$ cat src/rtl/pfx_pkg.sv
package pfx_pkg;
    typedef enum logic [1:0] {
        ACC_READ  = 2'b00,
        ACC_STORE = 2'b01,
        ACC_FETCH = 2'b10,
        ACC_SPARE = 2'b11
    } acc_kind_t;

    typedef enum logic {
        ST_IDLE = 1'b0,
        ST_RESP = 1'b1
    } rsp_state_t;

    // low-field code values of the exception code
    localparam logic [11:0] CODE_STORE = 12'h400;
    localparam logic [11:0] CODE_LOAD  = 12'h800;
    localparam logic [11:0] CODE_GUARD = 12'h080;
endpackage

$ cat src/rtl/pfx_remap.sv
module pfx_remap #(
    parameter int ADDR_W    = 32,
    parameter int PAGE_BITS = 12,
    parameter int WIN_PAGES = 2
) (
    input  logic [ADDR_W-1:0] page_addr,
    input  logic [ADDR_W-1:0] prefix,
    output logic [ADDR_W-1:0] abs_addr
);
    localparam logic [ADDR_W:0] WIN_SPAN = (ADDR_W+1)'(WIN_PAGES) << PAGE_BITS;

    logic [ADDR_W:0] pfx_end;
    logic            in_low;
    logic            in_pfx;

    always_comb begin
        pfx_end = {1'b0, prefix} + WIN_SPAN;
        in_low  = {1'b0, page_addr} < WIN_SPAN;
        in_pfx  = (page_addr >= prefix) && ({1'b0, page_addr} < pfx_end);
        if (in_low)
            abs_addr = page_addr + prefix;
        else if (in_pfx)
            abs_addr = page_addr - prefix;
        else
            abs_addr = page_addr;
    end
endmodule

$ cat src/rtl/pfx_low_guard.sv
module pfx_low_guard
    import pfx_pkg::*;
#(
    parameter int ADDR_W     = 32,
    parameter int PAGE_BITS  = 12,
    parameter int WIN_PAGES  = 2,
    parameter int PROT_BYTES = 512
) (
    input  logic [ADDR_W-1:0] addr,
    input  acc_kind_t         kind,
    input  logic              guard_en,
    input  logic              xlate_on,
    input  logic              space_private,
    output logic              wr_inval,
    output logic              fault
);
    localparam int PN_W = ADDR_W - PAGE_BITS;

    logic [WIN_PAGES-1:0] page_hit;
    logic [WIN_PAGES-1:0] byte_hit;
    logic                 active;

    for (genvar p = 0; p < WIN_PAGES; p++) begin : g_page
        assign page_hit[p] = (addr[ADDR_W-1:PAGE_BITS] == PN_W'(p));
        assign byte_hit[p] = page_hit[p] &&
                             (addr[PAGE_BITS-1:0] < PAGE_BITS'(PROT_BYTES));
    end

    always_comb begin
        active   = guard_en && (!xlate_on || !space_private);
        wr_inval = active && (|page_hit);
        fault    = active && (|byte_hit) && (kind == ACC_STORE);
    end
endmodule

$ cat src/rtl/pfx_guard_unit.sv
module pfx_guard_unit
    import pfx_pkg::*;
#(
    parameter int ADDR_W     = 32,
    parameter int PAGE_BITS  = 12,
    parameter int WIN_PAGES  = 2,
    parameter int PROT_BYTES = 512
) (
    input  logic              clk,
    input  logic              rst_n,
    input  logic              req_valid,
    input  logic [ADDR_W-1:0] req_addr,
    input  logic [1:0]        req_kind,
    input  logic [ADDR_W-1:0] prefix_base,
    input  logic              guard_en,
    input  logic              xlate_on,
    input  logic              space_private,
    output logic              rsp_valid,
    output logic [ADDR_W-1:0] rsp_abs_addr,
    output logic              rsp_fault,
    output logic [ADDR_W-1:0] rsp_code,
    output logic              rsp_wr_inval
);
    localparam int PN_W = ADDR_W - PAGE_BITS;

    rsp_state_t        state_q, state_d;
    acc_kind_t         kind;
    logic [ADDR_W-1:0] page_addr;
    logic [ADDR_W-1:0] abs_d;
    logic              fault_d;
    logic              inval_d;
    logic [11:0]       low_code;
    logic [ADDR_W-1:0] code_d;

    assign kind      = acc_kind_t'(req_kind);
    assign page_addr = {req_addr[ADDR_W-1:PAGE_BITS], {PAGE_BITS{1'b0}}};

    pfx_remap #(
        .ADDR_W(ADDR_W), .PAGE_BITS(PAGE_BITS), .WIN_PAGES(WIN_PAGES)
    ) u_remap (
        .page_addr(page_addr),
        .prefix   (prefix_base),
        .abs_addr (abs_d)
    );

    pfx_low_guard #(
        .ADDR_W(ADDR_W), .PAGE_BITS(PAGE_BITS),
        .WIN_PAGES(WIN_PAGES), .PROT_BYTES(PROT_BYTES)
    ) u_guard (
        .addr         (req_addr),
        .kind         (kind),
        .guard_en     (guard_en),
        .xlate_on     (xlate_on),
        .space_private(space_private),
        .wr_inval     (inval_d),
        .fault        (fault_d)
    );

    always_comb begin
        low_code = (kind == ACC_STORE) ? CODE_STORE : CODE_LOAD;
        if (fault_d)
            low_code = low_code | CODE_GUARD;
        code_d = {req_addr[ADDR_W-1:PAGE_BITS], PAGE_BITS'(low_code)};
    end

    // next-state logic
    always_comb begin
        unique case (state_q)
            ST_IDLE: state_d = req_valid ? ST_RESP : ST_IDLE;
            ST_RESP: state_d = req_valid ? ST_RESP : ST_IDLE;
            default: state_d = ST_IDLE;
        endcase
    end

    // state register
    always_ff @(posedge clk or negedge rst_n) begin
        if (!rst_n)
            state_q <= ST_IDLE;
        else
            state_q <= state_d;
    end

    // response registers
    always_ff @(posedge clk or negedge rst_n) begin
        if (!rst_n) begin
            rsp_abs_addr <= '0;
            rsp_fault    <= 1'b0;
            rsp_code     <= '0;
            rsp_wr_inval <= 1'b0;
        end else if (req_valid) begin
            rsp_abs_addr <= abs_d;
            rsp_fault    <= fault_d;
            rsp_code     <= code_d;
            rsp_wr_inval <= inval_d;
        end
    end

    assign rsp_valid = (state_q == ST_RESP);

    a_r1_valid_next: assert property (@(posedge clk) disable iff (!rst_n)
        req_valid |=> rsp_valid);
    a_r1_idle_next: assert property (@(posedge clk) disable iff (!rst_n)
        !req_valid |=> !rsp_valid);
    a_r4_abs_aligned: assert property (@(posedge clk) disable iff (!rst_n)
        rsp_valid |-> rsp_abs_addr[PAGE_BITS-1:0] == '0);
    a_r5_guard_off: assert property (@(posedge clk) disable iff (!rst_n)
        (rsp_valid && !$past(guard_en)) |-> (!rsp_fault && !rsp_wr_inval));
    a_r6_fault_marks_page: assert property (@(posedge clk) disable iff (!rst_n)
        (rsp_valid && rsp_fault) |-> rsp_wr_inval);
    a_r7_fault_is_store: assert property (@(posedge clk) disable iff (!rst_n)
        (rsp_valid && rsp_fault) |-> ($past(req_kind) == 2'b01));
    a_r9_code_bits: assert property (@(posedge clk) disable iff (!rst_n)
        rsp_valid |-> (rsp_code[7] == rsp_fault && (rsp_code[10] != rsp_code[11])));
    a_r9_code_page: assert property (@(posedge clk) disable iff (!rst_n)
        rsp_valid |-> rsp_code[ADDR_W-1:PAGE_BITS] == $past(req_addr[ADDR_W-1:PAGE_BITS]));
endmodule

$ cat config.mk
export PLATFORM = sky130hd
export DESIGN_NAME = pfx_guard_unit
export DESIGN_NICKNAME = d
export VERILOG_FILES = /design/src/rtl/pfx_pkg.sv /design/src/rtl/pfx_remap.sv /design/src/rtl/pfx_low_guard.sv /design/src/rtl/pfx_guard_unit.sv
export SDC_FILE = /design/constraint.sdc
export NUM_CORES = 1
export LEC_CHECK = 0
export ABC_AREA = 1
export BUFFER_PORTS_ARGS = -buffer_cell sky130_fd_sc_hd__buf_2
export CORE_MARGIN = 1
export CORE_UTILIZATION = 45
export CTS_BUF_LIST = sky130_fd_sc_hd__clkbuf_16
export DETAILED_ROUTE_END_ITERATION = 8
export PLACE_DENSITY = 0.67
export SKIP_CTS_REPAIR_TIMING = 1
export SLEW_MARGIN = 0
export SYNTH_ARGS = -nofsm -noshare
export SYNTH_HDL_FRONTEND = slang
export SYNTH_SLANG_ARGS = --single-unit
export TNS_END_PERCENT = 100
$ cat constraint.sdc
create_clock -name clk -period 1.7 [get_ports clk]
set_input_delay 0.085 -clock clk [delete_from_list [all_inputs] [get_ports clk]]
set_output_delay 0.085 -clock clk [all_outputs]
set_load 0.01 [all_outputs]
==> results by group <==
Global routing
  • First-pass GRT wire length: 39600 µm
  • Remaining global-route overflow: 0
  • GR Layer Usage met1: 0.480
  • Largest net degree at the start of global routing: 40
  • Grt met3 use: 0.0257
  • Most used routing layer in global routing: met2
  • Vias in the first global route: 7663
  • Global Route Usage Sum: 0.326
  • Met2 Usage GRT: 0.511
  • Initial antenna violation count: 0

STA
  • RSZ-0062 raised after global routing: true
  • Endpoints failing hold: 0
  • FMAX: 0.362 GHz
  • PnR worst setup slack: -1070 ps
  • Hold Slack: 16.3 ps
  • # setup viols final: 32
  • Slew Limit Fails: 0
  • Period Utilization, post-route: 1.63
  • Skew final: 0 ps
  • Tmin final: 2770 ps

Finish
  • Final Cell Area: 9840 µm²
  • Layout cells sized above 1: 0.302
  • Sequential Area: 1430 µm²
  • Layout area overhead: 44.2%
  • N_diodes: 0
  • Fin nets: 1601
  • Multi-input gate area: 4630 µm²
  • Fillers: 1401

Routing
  • Routed WL: 25300 µm
  • Routed vias: 8178
  • Drt drc: 16
  • Drt pass-1 iters: 7
  • Vias per cell: 4.93
  • Routed length per instance: 15.3 µm
  • Antenna viol nets, final: 0
  • 1st-iter DRT viols: 657

Synthesis
  • Async set-reset flop share out of synthesis: 1.00
  • Largest family of logic cells by synthesized area: simple AND/OR/NAND/NOR gates
  • Synth Area in Adders: 0.111
  • XOR/XNOR Fraction of Synth Area: 0.0475
  • Mux share of post-synthesis cell area: 0
  • Post-synthesis cell area: 6830 µm²
  • Cells after Synth: 1132
  • Post-synthesis compound-gate area fraction: 0.0955
  • Ys Warns: 0
  • Synth unique cells: 39
  • #FFs+latches synth: 57
  • Synth Area per Inst: 6.03 µm²
  • Prevailing post-synth register cell: dfrtp_1
  • Post-synth EDFFs: 0
  • Simple logic cell fraction of the synthesized area: 0.396
  • Sequential area share after synthesis: 0.209

Outcome
  • Outcome: finished with violations
  • Failing checks: design-rule violations, negative setup slack

Min path
  • Hold Crit Class: in2reg
  • Hold_sp: req_kind[1]

Clock network
  • CTS Buffer Depth: 2
  • Skew-Pair Late Insertion Delay: 320 ps
  • Num Clock Sinks: 57
  • Worst-path clk slew: 50 ps
  • TritonCTS clock tree: yes
  • CTS Buf Count: 9
  • H-tree lvl count: 3
  • CTS root buffer: clkbuf_16

Setup path
  • CP max-delay cell: ha_1
  • Cell mode on critical path: nand2_2
  • CP Max Fanout: 6
  • CP endpoint kind: flop
  • CP cell instances: buf_8 -> ha_4 -> nand3_4 -> nor2_4 -> nand2_2 -> nor3_4 -> nand2_2 -> nor2_2 -> nand2_2 -> nor2_4 -> nand3_2 -> xor2_1 -> ha_1 -> and3_4 -> nand4_1 -> nor2_1 -> buf_4 -> nand3_4 -> nand2_4 -> nor2_8 -> o21ai_4 -> clkbuf_16 -> o21ai_2
  • Worst Setup Start Kind: primary input
  • R2R Path Start: rsp_abs_addr[24]$_DFFE_PN0P_
  • Worst Setup SP: prefix_base[14]
  • WP data required: 1910 ps
  • CP arrival: 2970 ps
  • Slowest Stage Delay on Critical Path: 290 ps
  • Crit Path Class: in2reg

Floorplanning
  • Starting density of the core: 0.466
  • Die Y: 125 µm
  • Core area: 14600 µm²
  • Die Width: 125 µm
  • Top Ports: 139
  • Die area: 15700 µm²
  • Num rows: 44

Power and ir drop
  • Flop pwr share: 0.254
  • VDD IR max: 0.553 mV
  • Pwr Density: 637 nW/µm²
  • Clock power share: 0.324
  • Cell-internal power: 4.07 mW
  • Pwr Total: 6.26 mW
  • Leakage power: 5.82 nW
  • Comb power frac: 0.422
  • Sw Ratio: 0.350
  • Net Sw Power: 2.19 mW

Placement
  • Detailed placement HPWL: 21400 µm
  • Gpl congestion: 0.987
  • Placed Instance Area: 9250 µm²
  • PortBufs: 120

Run
  • Max-cap violation count: 0
-- cell usage in the layout, fill, tap and decap left out, types with 5 or more instances in the layout --
cell type	synthesis	routed
o21ai_2	12	11
buf_12	0	5
o21ai_0	41	40
xor2_1	35	35
nor3_1	8	8
buf_2	10	118
buf_4	14	226
nor2_1	111	107
nand4_1	22	22
nand2_4	1	5
nor2_4	3	6
nor2_2	8	10
clkbuf_16	0	11
nand2_2	12	13
a21oi_1	47	47
nand2_1	363	358
conb_1	1	9
dfrtp_1	57	57
nand3_1	89	81
nand3_2	1	7
inv_1	188	188
inv_2	4	5
ha_1	59	58
or2_2	10	10
-- final cells by class --
type	instances	share of cell area
clock buffer	9	0.0229
clock inverter	7	0.0112
inverter	192	0.0732
multi-input combinational	853	0.471
timing repair buffer	356	0.254
tap	184	0.0234
sequential	57	0.145
-- flip-flops by register name, summed over array words and instances, names as in the netlist --
register      cells
rsp_abs_addr     32
rsp_wr_inval      1
rsp_code         23
rsp_valid         1
-- per-layer routing --
metal / routed length (µm) / vias up
met5: 0 / -
met4: 462 / 0
met3: 1660 / 24
met2: 10800 / 270
met1: 12400 / 3707
li1: - / 4177
-- worst max-delay path: cells and delay by family --
kind	cells	cell delay [ps]
XOR/XNOR	1	160
adder cells (fa/ha/maj)	2	430
AO/OA/AOI/OAI	2	270
buffers and inverters	3	450
AND/OR/NAND/NOR	15	1570
-- power groups by stage --
stage          sequential [mW]  combinational (mW)  clock (mW)
5_1_grt                   1.60                2.92        2.11
6_report                  1.59                2.64        2.03
2_1_floorplan             1.67                1.24           0
3_5_place_dp              1.60                2.52           0
4_1_cts                   1.59                2.53        2.04
3_3_place_gp              1.60                2.49           0
-- stage by stage --
| step | setup TNS [ps] | util | std cells | setup slack (ps) |
|---|---|---|---|---|
| 3_3_place_gp | -40100 | 0.631 | 1632 | -1330 |
| 4_1_cts | -31930 | 0.654 | 1648 | -1070 |
| 5_1_grt | -37330 | 0.672 | 1658 | -1230 |
| 2_1_floorplan | -26930 | - | 1140 | -895 |
| 3_5_place_dp | -42630 | 0.631 | 1632 | -1410 |
| 6_report | -31590 | 0.672 | 1658 | -1070 |
-- cells by family after synthesis --
| kind of cell | after synthesis |
|---|---|
| AND/OR/NAND/NOR | 632 |
| buffers and inverters | 231 |
| AO/OA/AOI/OAI | 114 |
| adder cells (fa/ha/maj) | 60 |
| flip-flops | 57 |
| XOR/XNOR | 37 |
| other | 1 |
-- worst paths after layout --
check / endpoint / slack, ps / cells after the start
worst min register to register: rsp_code[30]$_DFFE_PN0P_ / 470 / 2
worst max register to register: rsp_abs_addr[24]$_DFFE_PN0P_ / 820 / 3
min in group asynchronous: rsp_code[15]$_DFFE_PN0P_ / 260 / 2
max in group asynchronous: rsp_code[22]$_DFFE_PN0P_ / 880 / 3
worst max-delay path: rsp_abs_addr[2]$_DFFE_PN0P_ / -1070 / 23
worst min-delay path: rsp_code[11]$_DFFE_PN0P_ / 20 / 3
-- synth_stat cells, types with 2 or more instances --
cell      instances  area (µm²)
nand3_1          89         445
clkbuf_1         11        41.3
o21ai_0          41         205
nand2_2          12        75.1
nor2_1          111         417
a21oi_1          47         235
nor2_4            3        33.8
o21ai_2          12         105
xor2_1           35         307
inv_2             4        15.0
ha_1             59         738
nand2_1         363        1360
dfrtp_1          57        1430
or2_2            10        62.6
buf_2            10        50.1
o21bai_1          4        30.0
nor2_2            8        50.1
o31ai_1           2        15.0
buf_6             2        22.5
inv_1           188         706
nand4_1          22         138
buf_4            14         105
o21ai_1           2        10.0
o21a_1            2        15.0
xnor2_1           2        17.5
nor3_1            8        40.0
a31oi_1           2        12.5
No activity file was read; power rests on OpenSTA's default activity.
